File: src/rtl/loop_buf_ctrl.sv
module loop_buf_ctrl #(
  parameter int PC_W   = 12,
  parameter int INSN_W = 24,
  parameter int CNT_W  = 10,
  parameter int DEPTH  = 16,
  parameter int NEST   = 3
) (
  input  logic              clk,
  input  logic              rst_n,
  input  logic [PC_W-1:0]   pc_i,
  input  logic              start_i,
  input  logic [CNT_W-1:0]  start_cnt_i,
  input  logic [PC_W-1:0]   start_end_i,
  input  logic              push_i,
  input  logic              pop_i,
  input  logic [INSN_W-1:0] mem_insn_i,
  output logic              npc_ovr_o,
  output logic [PC_W-1:0]   npc_o,
  output logic              mem_en_o,
  output logic              src_buf_o,
  output logic [INSN_W-1:0] buf_insn_o
);
  localparam int IDX_W = (DEPTH > 1) ? $clog2(DEPTH) : 1;
  localparam int SP_W  = $clog2(NEST + 1);
  localparam int ENT_W = 1 + 2 * PC_W + CNT_W;

  typedef enum logic [1:0] {IDLE, FILL, REPLAY} st_t;

  st_t               st_q;
  logic              cap_q;
  logic [PC_W-1:0]   rsa_q, rea_q;
  logic [CNT_W-1:0]  cnt_q;
  logic [SP_W-1:0]   sp_q;
  logic [ENT_W-1:0]  stk_q [NEST];
  logic [INSN_W-1:0] buf_q [DEPTH];

  logic              active, full, empty, at_end, fits;
  logic              do_start, do_push, do_pop, any_cmd, wrap, done, restore, save;
  logic [PC_W-1:0]   off;
  logic [SP_W-1:0]   top_idx;
  logic              t_act;
  logic [PC_W-1:0]   t_rsa, t_rea;
  logic [CNT_W-1:0]  t_cnt;

  assign active   = st_q != IDLE;
  assign full     = sp_q == SP_W'(NEST);
  assign empty    = sp_q == '0;
  assign at_end   = active && pc_i == rea_q;
  assign off      = pc_i - rsa_q;
  assign fits     = (rea_q - rsa_q) < PC_W'(DEPTH);

  assign do_start = start_i && !(active && full);
  assign do_push  = push_i && !start_i && !full;
  assign do_pop   = pop_i && !start_i && !push_i && !empty;
  assign any_cmd  = do_start || do_push || do_pop;
  assign wrap     = at_end && !any_cmd && cnt_q != '0;
  assign done     = at_end && !any_cmd && cnt_q == '0;
  assign restore  = do_pop || (done && !empty);
  assign save     = (do_start && active) || do_push;

  assign top_idx  = sp_q - SP_W'(1);
  assign {t_act, t_rsa, t_rea, t_cnt} = stk_q[top_idx];

  assign npc_ovr_o  = wrap;
  assign npc_o      = rsa_q;
  assign src_buf_o  = st_q == REPLAY;
  assign mem_en_o   = !src_buf_o;
  assign buf_insn_o = buf_q[off[IDX_W-1:0]];

  always_ff @(posedge clk) begin
    if (!rst_n) begin
      st_q  <= IDLE;
      cap_q <= 1'b0;
      rsa_q <= '0;
      rea_q <= '0;
      cnt_q <= '0;
      sp_q  <= '0;
    end else if (do_start) begin
      if (active) sp_q <= sp_q + SP_W'(1);
      rsa_q <= pc_i + PC_W'(1);
      rea_q <= start_end_i;
      cnt_q <= start_cnt_i;
      st_q  <= FILL;
      cap_q <= 1'b1;
    end else if (do_push) begin
      sp_q <= sp_q + SP_W'(1);
    end else if (restore) begin
      rsa_q <= t_rsa;
      rea_q <= t_rea;
      cnt_q <= t_cnt;
      st_q  <= t_act ? FILL : IDLE;
      cap_q <= 1'b0;
      sp_q  <= top_idx;
    end else if (done) begin
      st_q  <= IDLE;
      cap_q <= 1'b0;
    end else if (wrap) begin
      cnt_q <= cnt_q - CNT_W'(1);
      st_q  <= (st_q == REPLAY || (cap_q && fits)) ? REPLAY : FILL;
      cap_q <= 1'b1;
    end
  end

  always_ff @(posedge clk) begin
    for (int i = 0; i < NEST; i++)
      if (save && sp_q == SP_W'(i))
        stk_q[i] <= {active, rsa_q, rea_q, cnt_q};
  end

  always_ff @(posedge clk) begin
    if (st_q == FILL && cap_q && fits && off < PC_W'(DEPTH))
      buf_q[off[IDX_W-1:0]] <= mem_insn_i;
  end
endmodule


File: config.mk
export PLATFORM = sky130hd
export DESIGN_NAME = loop_buf_ctrl
export DESIGN_NICKNAME = d
export VERILOG_FILES = /design/src/rtl/loop_buf_ctrl.sv
export SDC_FILE = /design/constraint.sdc
export NUM_CORES = 1
export LEC_CHECK = 0
export BUFFER_PORTS_ARGS = -buffer_cell sky130_fd_sc_hd__buf_2
export CAP_MARGIN = 40
export CORE_MARGIN = 5
export CORE_UTILIZATION = 45
export DETAILED_ROUTE_END_ITERATION = 7
export GPL_ROUTABILITY_DRIVEN = 0
export HOLD_SLACK_MARGIN = 0.15
export PLACE_DENSITY = 0.59
export SYNTH_ARGS = -nofsm -noshare
export SYNTH_HDL_FRONTEND = slang
export SYNTH_SLANG_ARGS = --single-unit
File: constraint.sdc
create_clock -name clk -period 6.55 [get_ports clk]
set_input_delay 0.3275 -clock clk [delete_from_list [all_inputs] [get_ports clk]]
set_output_delay 0.3275 -clock clk [all_outputs]
set_load 0.02 [all_outputs]
# Word level (Yosys, flattened, before mapping)
# Memories as Yosys holds them, arrays and structs flattened.
# Index checks and enable logic that the tools add are counted.
[word_totals]
regBits = 39
latchBits = 0
mem_bits_rw = 489
rom_bits = 0
inputBits = 63
out_inout_bits = 39
word_cells = 118
mem_count = 2
[mem_list]
columns = ["memory", "depth", "word_bits", "rd", "rd_ports_with_merged_regs", "wr", "line_no", "rtl"]
rows = [
  ["buf_q", 16, 24, 1, 0, 1, "35", "logic [INSN_W-1:0] buf_q [DEPTH];"],
  ["stk_q", 3, 35, 1, 0, 1, "34", "logic [ENT_W-1:0] stk_q [NEST];"],
]
[op_classes]
add_sub_neg = 6
multipliers = 0
div_mod_pow = 0
n_lt_le_gt_ge = 2
n_eq_ne = 9
n_shift = 0
muxes = 41
bitwise_logic = 2
reduce_logical = 49
[ops]
columns = ["operator", "count"]
rows = [
  ["2-to-1 mux 12 bit", 6],
  ["2-to-1 mux 35 bit", 2],
  ["OR reduction 35 bit", 2],
  ["2-to-1 mux 10 bit", 5],
  ["< comparator 12 x 5 -> 1 bit, second input constant", 2],
  ["subtractor 12 bit", 2],
  ["logical AND 1 bit", 20],
  ["2-to-1 mux 2 bit", 10],
  ["2-to-1 mux 1 bit", 18],
  ["adder 12 x 1 -> 12 bit, second input constant", 1],
  ["equality test 12 bit", 1],
  ["zero test 10 bit", 1],
  ["nonzero test 10 bit", 1],
  ["subtractor 10 x 1 -> 10 bit, second input constant", 1],
  ["nonzero test 3 bit", 3],
  ["AND reduction 2 bit", 4],
  ["zero test 1 bit", 7],
  ["equality test 2 bit, second input constant", 3],
  ["logical OR 1 bit", 5],
  ["equality test 2 x 1 -> 1 bit, second input constant", 2],
  ["!= test 2 bit, second input constant", 2],
  ["nonzero test 2 bit", 2],
  ["nonzero test 4 bit", 1],
  ["!= test 3 x 2 -> 1 bit, second input constant", 1],
  ["6 further kinds", 7],
]

# Depth between registers and ports, before layout
# Gate-level depths: netlist (run 1).
[depth]
ltp_word = 14
mapped_depth = 14

# Worst setup path after synthesis (run 1)
# Ideal clock, no wire load.
[synth_path]
kind = "register to register"
start = "reg rsa_q[0], in the netlist npc_o[0]"
end = "mem buf_q[12][0] (enable)"
setup_ns = 0.466
t_arrival_ns = 4.869
t_required_ns = 6.084
setup_slack_ns = 1.216
path_stages_with_launch = 12
n_path_buf = 2
period_less_slack_ns = 5.334
cell_sequence = "dfxtp_1 ha_1 fa_1 nor2b_1 o21a_1 o211ai_1 and3_1 mux2i_1 or4_1 buf_2 buf_6 nor4_1"
[synth_between]
elab_chain_cells = 6
word_cells_on_any_way = 8
[synth_lines]
columns = ["item", "line_no", "rtl"]
rows = [
  ["start, declared", "31", "logic [PC_W-1:0] rsa_q, rea_q;"],
  ["start signal, assigned", "80", "rsa_q <= pc_i + PC_W'(1);"],
  ["start signal, assigned", "88", "rsa_q <= t_rsa;"],
  ["subtractor 12 bit", "50", "assign fits = (rea_q - rsa_q) < PC_W'(DEPTH);"],
  ["< comparator 12 x 5 -> 1 bit", "50", ""],
  ["logical AND 1 bit (2 in a row)", "111", "if (st_q == FILL && cap_q && fits && off < PC_W'(DEPTH))"],
  ["2-to-1 mux 1 bit", "111", ""],
  ["2-to-1 mux 1 bit (implied by the code)", "112", "buf_q[off[IDX_W-1:0]] <= mem_insn_i;"],
  ["end, declared", "35", ""],
]
# Parallel ways exist; a longest one is shown, timed or not.

# Worst setup path in the final report (run 1)
[layout_path]
start = "reg rsa_q[0], in the netlist npc_o[0]"
end = "out buf_insn_o[18]"
[layout_between]
elab_chain_cells = 2
[layout_lines]
columns = ["item", "line_no", "rtl"]
rows = [
  ["subtractor 12 bit", "49", "assign off = pc_i - rsa_q;"],
  ["memory read (16 x 24 bit)", "-", ""],
  ["end, declared", "21", "output logic [INSN_W-1:0] buf_insn_o"],
]
# Every way passes these cells.

==> results.ini, run 1 <==
[run_status]
status = completed

[critical_path]
critical-path-max-stage-delay_ps = 1340
crit_arrival_ps = 4200
crit_chain = ha_4 > fa_4 > buf_4 > mux4_2 > nand2_1 > and3_1 > a31oi_1 > buf_2
required_ps = 6220
cp_max_fo = 55
crit_path_top_delay_cell = fa_4
critPathKind = reg2out
crit_family = adder cells
end_kind = output pin
cp-start-kind = register
cp_num_buf_inv = 2

[yosys]
synth.area.top_cells = edfxtp_1 66%, mux4_2 9.7%, dfxtp_1 3.5%
synth_top_area_frac = 0.659
synth_compound_area_frac = 0.0614
synthCells = 1397
synth_adder_area_share = 0.0161
synth_xor_area_frac = 0.0130
syn_nets = 1488
ys_async_sr_fraction = 0
synth_top_flop_cell = edfxtp_1
synth.largest_area_cell = edfxtp_1
syn_area_um2 = 22300
synth_cell_type_count = 72
synth_mux_area_frac = 0.116
synth_area_per_cell_um2 = 16.0
ys.warnings.count = 0
yosys.area_share.simple = 0.0804
synth_top_family_by_area = multiplexers
synth_edf_count = 489
ys_seq_elements = 528
ys_seq_area_frac = 0.694

[clock_network]
cts_sinks = 528
cts.clk_slew.worst_paths_ps = 60
numCtsBuffers = 56
insertion_delay_ps = 620
tritoncts = done
root_buffer = clkbuf_16
cts_htree_levels = 2
cts_setup_buffers = 0
clock_path_buffers = 3

[finish]
syn_to_final_growth_pct = 18.1
final_common_cell = edfxtp_1
final_cell_mix = 489 x edfxtp_1, 171 x nand2_1, 101 x buf_2
layout-drive-gt1-share = 0.232
finish.utilization = 0.538
fin_nets = 1655

[routing]
remaining_drc_errors = 0
via_per_inst = 5.68
totalWireLength_um = 53700
drt_iter0_markers = 1105
wl_per_cell_um = 23.6
vias = 12900
ant_nets = 0
firstDrtPassIters = 4

[sta]
slew_headroom = 0.416
final-max-slew-violation-count = 0
fin_tns_setup_ps = 0
finalSetupViolCount = 0
max_freq_mhz = 221
post-route-period-util = 0.692
hold_violations = 0
skew_ps = 38.7
rsz0062_at_grt = no
worst_slew_pin_slew_ps = 868
min_period_ps = 4530
finalWorstSetupSlack_ps = 2020

[placement]
dp_hpwl_um = 32800
port_buffers = 101
dp_slack_ps = 2080

[grt]
grt_max_degree = 56
grt_pass1_wl_um = 82900
grt_usage = 0.201
overflow = 0
antenna_found_initial = 1
grt_pass1_vias = 13400

[pwr]
clkPwrFrac = 0.376
p_leak_uw = 0.00889
combPwrFrac = 0.179
p_seq_frac = 0.445
p_per_area_nw_per_um2 = 333
p_sw_uw = 2380
vdd_drop_max_v = 0.000267
p_int_uw = 6380
p_sw_frac = 0.272

[floorplan]
rows = 81
die_h_um = 233
die_w_um = 233
core_um2 = 49000
ioPinCount = 102
die_area_um2 = 54100
initial_utilization = 0.455

[flow_run]
cap_violations = 0

[min_path]
hp-class = in2reg

-- worst register-to-register path: stages (launching register included) --
cell and delay (ps):
dfxtp_1 420, inv_1 110, ha_1 440, a21oi_1 380, a21oi_1 160, nor4_1 230, nand3b_1 110, nor4_1 730
nand3_1 150, buf_4 290, nor4_2 630, buf_4 450
-- area by class of cell --
type,instances,area [um^2]
Antenna cell,1,2.50
Fill cell,3961,22600
Timing Repair Buffer,189,1410
Multi-Input combinational cell,763,6580
Clock buffer,62,1460
Sequential cell,528,15500
Tap cell,664,831
Clock inverter,41,479
Inverter,26,103
-- Yosys cell counts (all sizes together), types with 14 or more instances --
cell,instances
o211ai,26
ha,27
inv,24
a21oi,31
dfxtp,39
a31oi,39
clkbuf,56
nor2,60
nor4,21
nand3,14
xor2,14
nand2,172
and3,31
mux4,96
edfxtp,489
buf,24
xnor2,19
o21ai,30
a311oi,21
mux2i,41
-- metrics by stage --
| stage | hold WS, ps | std cells | total power, uW | cell area (um^2) |
|---|---|---|---|---|
| floorplan | 426 | 1397 | 4980 | 22300 |
| global placement | 511 | 2116 | 5500 | 23800 |
| detailed placement | 530 | 2124 | 5530 | 23900 |
| CTS | 156 | 2273 | 8860 | 26300 |
| global route | 180 | 2273 | 9140 | 26300 |
| finish | 180 | 2274 | 8770 | 26300 |
-- power groups by stage --
stage	combinational [uW]	clock [uW]	sequential [uW]
2_1_floorplan	1020	0	3960
3_3_place_gp	1530	0	3970
3_5_place_dp	1560	0	3970
4_1_cts	1590	3360	3900
5_1_grt	1710	3510	3910
6_report	1570	3300	3900
-- repair_timing --
action,CTS,global route
hold endpoints to repair,406,0
resized for setup,0,0
hold buffers,46,0
-- kinds of logic after synthesis --
family	Yosys count
fa+ha+maj	28
buf+inv	106
simple gates	367
xor+xnor	33
flops	528
mux	138
compound gates	197
-- state kept, by name (all words and copies together), names as in the netlist --
signal / cells
stk_q: 105
st_q: 2
sp_q: 2
cnt_q: 10
buf_q: 384
rea_q: 12
cap_q: 1
npc_o: 12
-- routing by layer --
metal	vias up	wire [um]	track usage
met5	-	0	0
li1	5881	-	-
met4	0	1560	0.0642
met1	6617	23400	0.275
met2	326	26400	0.336
met3	88	2360	0.0287
-- path summary, 6_finish.rpt --
kind | startpoint | endpoint | slack, ps | cells past startpoint
max | npc_o[0] | buf_insn_o[18] | 2020 | 8
min | pc_i[7] | npc_o[7] | 180 | 4
max reg2reg | npc_o[6] | buf_q[7][7] | 2100 | 11
min reg2reg | cnt_q[1] | stk_q[0][1] | 540 | 0
Note: power is estimated with default switching activity, not from simulation.
==> run 2: changes to the inputs <==
clock period = 4.3 ns   (was 6.55 ns; I/O delays follow)
==> results.ini, run 2 (synthesized netlist as in run 1, its figures left out) <==
[sta]
slew_headroom = 0.409  ; was 0.416
worst_slew_pin_slew_ps = 883  ; was 868 ps
skew_ps = 22.0  ; was 38.7 ps
hold_violations = 0  ; unchanged
max_freq_mhz = 243
post-route-period-util = 0.957
finalSetupViolCount = 0  ; unchanged
final-max-slew-violation-count = 0  ; unchanged
rsz0062_at_grt = no  ; unchanged
min_period_ps = 4110

[grt]
grt_pass1_vias = 13200  ; was 13.4k
overflow = 0  ; unchanged
grt_usage = 0.199  ; was 0.201
antenna_found_initial = 0  ; was 1
grt_pass1_wl_um = 81900  ; was 82,900 um
grt_max_degree = 48  ; was 56

[clock_network]
ctsResizeCount = 0  ; unchanged
cts_sinks = 528  ; unchanged
clock_path_buffers = 3  ; unchanged
tritoncts = done  ; unchanged
insertion_delay_ps = 620  ; about the same
cts_htree_levels = 2  ; unchanged
numCtsBuffers = 55  ; was 56
cts.clk_slew.worst_paths_ps = 60  ; about the same
root_buffer = clkbuf_16  ; unchanged

[finish]
final_cell_mix = 489 x edfxtp_1, 171 x nand2_1, 101 x buf_2  ; unchanged
fin_nets = 1692  ; was 1,655
largest_reg_flops = 384  ; unchanged
layout-drive-gt1-share = 0.226  ; was 0.232
finish.utilization = 0.541  ; was 0.538
final_area_um2 = 26500  ; was 26,300 um^2
final_common_cell = edfxtp_1  ; unchanged
layoutNonFillerInstCount = 2306  ; was 2,274
syn_to_final_growth_pct = 18.8  ; was 18.1%
antenna_cells = 0  ; was 1

[min_path]
holdPathEnd = npc_o[3]  ; was npc_o[7]
min_delay_path_depth = 5  ; was 4
min_from = pc_i[1]  ; was pc_i[7]
hp-class = in2reg  ; unchanged

[floorplan]
die_w_um = 233  ; unchanged
core_um2 = 49000  ; unchanged
die_area_um2 = 54100  ; unchanged
die_h_um = 233  ; unchanged
initial_utilization = 0.455  ; unchanged
ioPinCount = 102  ; unchanged
rows = 81  ; unchanged

[critical_path]
cp-start-kind = register  ; unchanged
crit_arrival_ps = 3900  ; was 4200 ps
critical_path.reg2reg.startpoint = sp_q[1]  ; was npc_o[6]
r2r_cells = 11  ; unchanged
crit_path_top_delay_cell = fa_4  ; unchanged
crit_chain = ha_4 > fa_4 > buf_4 > mux4_2 > nand2_1 > and3_1 > a31oi_1 > buf_2  ; unchanged
cp_max_fo = 45  ; was 55
critical-path-max-stage-delay_ps = 1240  ; was 1340 ps
reg2reg_slack_ps = 390  ; was 2100 ps
end_kind = output pin  ; unchanged
critPathKind = reg2out  ; unchanged
rr_endpoint = cnt_q[2]  ; was buf_q[7][7]
required_ps = 4090  ; was 6220 ps

[pwr]
clkPwrFrac = 0.351  ; was 0.376
total_power_uw = 13000  ; was 8770 uW
p_sw_uw = 3620  ; was 2380 uW
combPwrFrac = 0.193  ; was 0.179
p_per_area_nw_per_um2 = 492  ; was 333 nW/um^2
p_sw_frac = 0.278  ; was 0.272
vdd_drop_max_v = 0.000350  ; was 0.000267 V
p_int_uw = 9410  ; was 6380 uW
p_seq_frac = 0.456  ; was 0.445
p_leak_uw = 0.00899  ; was 0.00889 uW

[run_status]
status = completed  ; unchanged

[routing]
routed-wl-met2_um = 25400  ; was 26,400 um
vias = 13100  ; was 12.9k
ant_nets = 0  ; unchanged
drt_iter0_markers = 1199  ; was 1,105
totalWireLength_um = 53500  ; was 53,700 um
wl_per_cell_um = 23.2  ; was 23.6 um
wl_met1_um = 23900  ; was 23,400 um
firstDrtPassIters = 5  ; was 4
highest_layer = met4  ; unchanged
dr_wl_met3_um = 3050  ; was 2360 um
remaining_drc_errors = 0  ; unchanged
via_per_inst = 5.69  ; was 5.68

[placement]
dp.cells = 2137  ; was 2,124
dp_hpwl_um = 34800  ; was 32,800 um
placed_cell_area_um2 = 24000  ; was 23,900 um^2
port_buffers = 101  ; unchanged

[flow_run]
cap_violations = 0  ; unchanged

run 2: cell types whose count changed in the layout (fill, tap and decap cells not counted), moves of 2 or more:
cell	change
bufinv_16	-5
dlygate4sd3_1	+25
buf_12	+2
clkbuf_16	-2
buf_4	+15
buf_16	-3
clkbuf_1	+10
clkinvlp_4	-4
nor4_4	+6
nor4_2	-6
clkinv_2	-6
inv_16	+2
run 2: how the worst max path moves through the flow:
stage	start	endpoint
after floorplan	npc_o[0]	buf_q[0][0]
final	npc_o[0]	buf_insn_o[10]
after global placement	pc_i[0]	buf_q[6][22]
after detailed placement	pc_i[0]	buf_q[14][20]
after CTS	npc_o[0]	buf_insn_o[10]
after global routing	npc_o[0]	buf_insn_o[10]
run 2: power by group through the flow:
stage / Combinational [uW] / Clock, uW / Sequential [uW]
6_report: 2520 / 4570 / 5940
3_5_place_dp: 2480 / 0 / 6050
2_1_floorplan: 1570 / 0 / 6030
4_1_cts: 2540 / 4680 / 5940
5_1_grt: 2720 / 4900 / 5960
3_3_place_gp: 2430 / 0 / 6050
run 2: layout make-up:
type	count	area (um^2)
clock inverter	27	272
multi-input combinational	763	6640
clock buffer	71	1460
inverter	26	103
tap	664	831
timing repair buffer	227	1720
fill	3946	22500
sequential	528	15500
run 2: through the flow:
step                      worst slack, ps  TNS (ps)  hold slack [ps]
after floorplan                      -904   -132400              314
after global placement                546         0              500
after detailed placement              537         0              504
after CTS                             175         0              172
after global routing                 23.3         0              227
final                                 186         0              213
run 2: per-layer routing:
metal,vias up,GRT usage
met2,419,0.318
met3,73,0.0316
met1,6692,0.288
met4,0,0.0522
met5,-,0
li1,5946,-
run 2: timing repair:
action / CTS / global route
endpoints found under the hold margin: 419 / 0
hold buffers: 71 / 0
buffers inserted: 0 / 0
run 2: critical path: cells and delay by family (launching register included):
| family | cells | cell delay, ps |
|---|---|---|
| adder cells (fa/ha/maj) | 2 | 1440 |
| AO/OA/AOI/OAI | 1 | 330 |
| flip-flops | 1 | 390 |
| buffers and inverters | 2 | 620 |
| multiplexers | 1 | 230 |
| AND/OR/NAND/NOR | 2 | 220 |
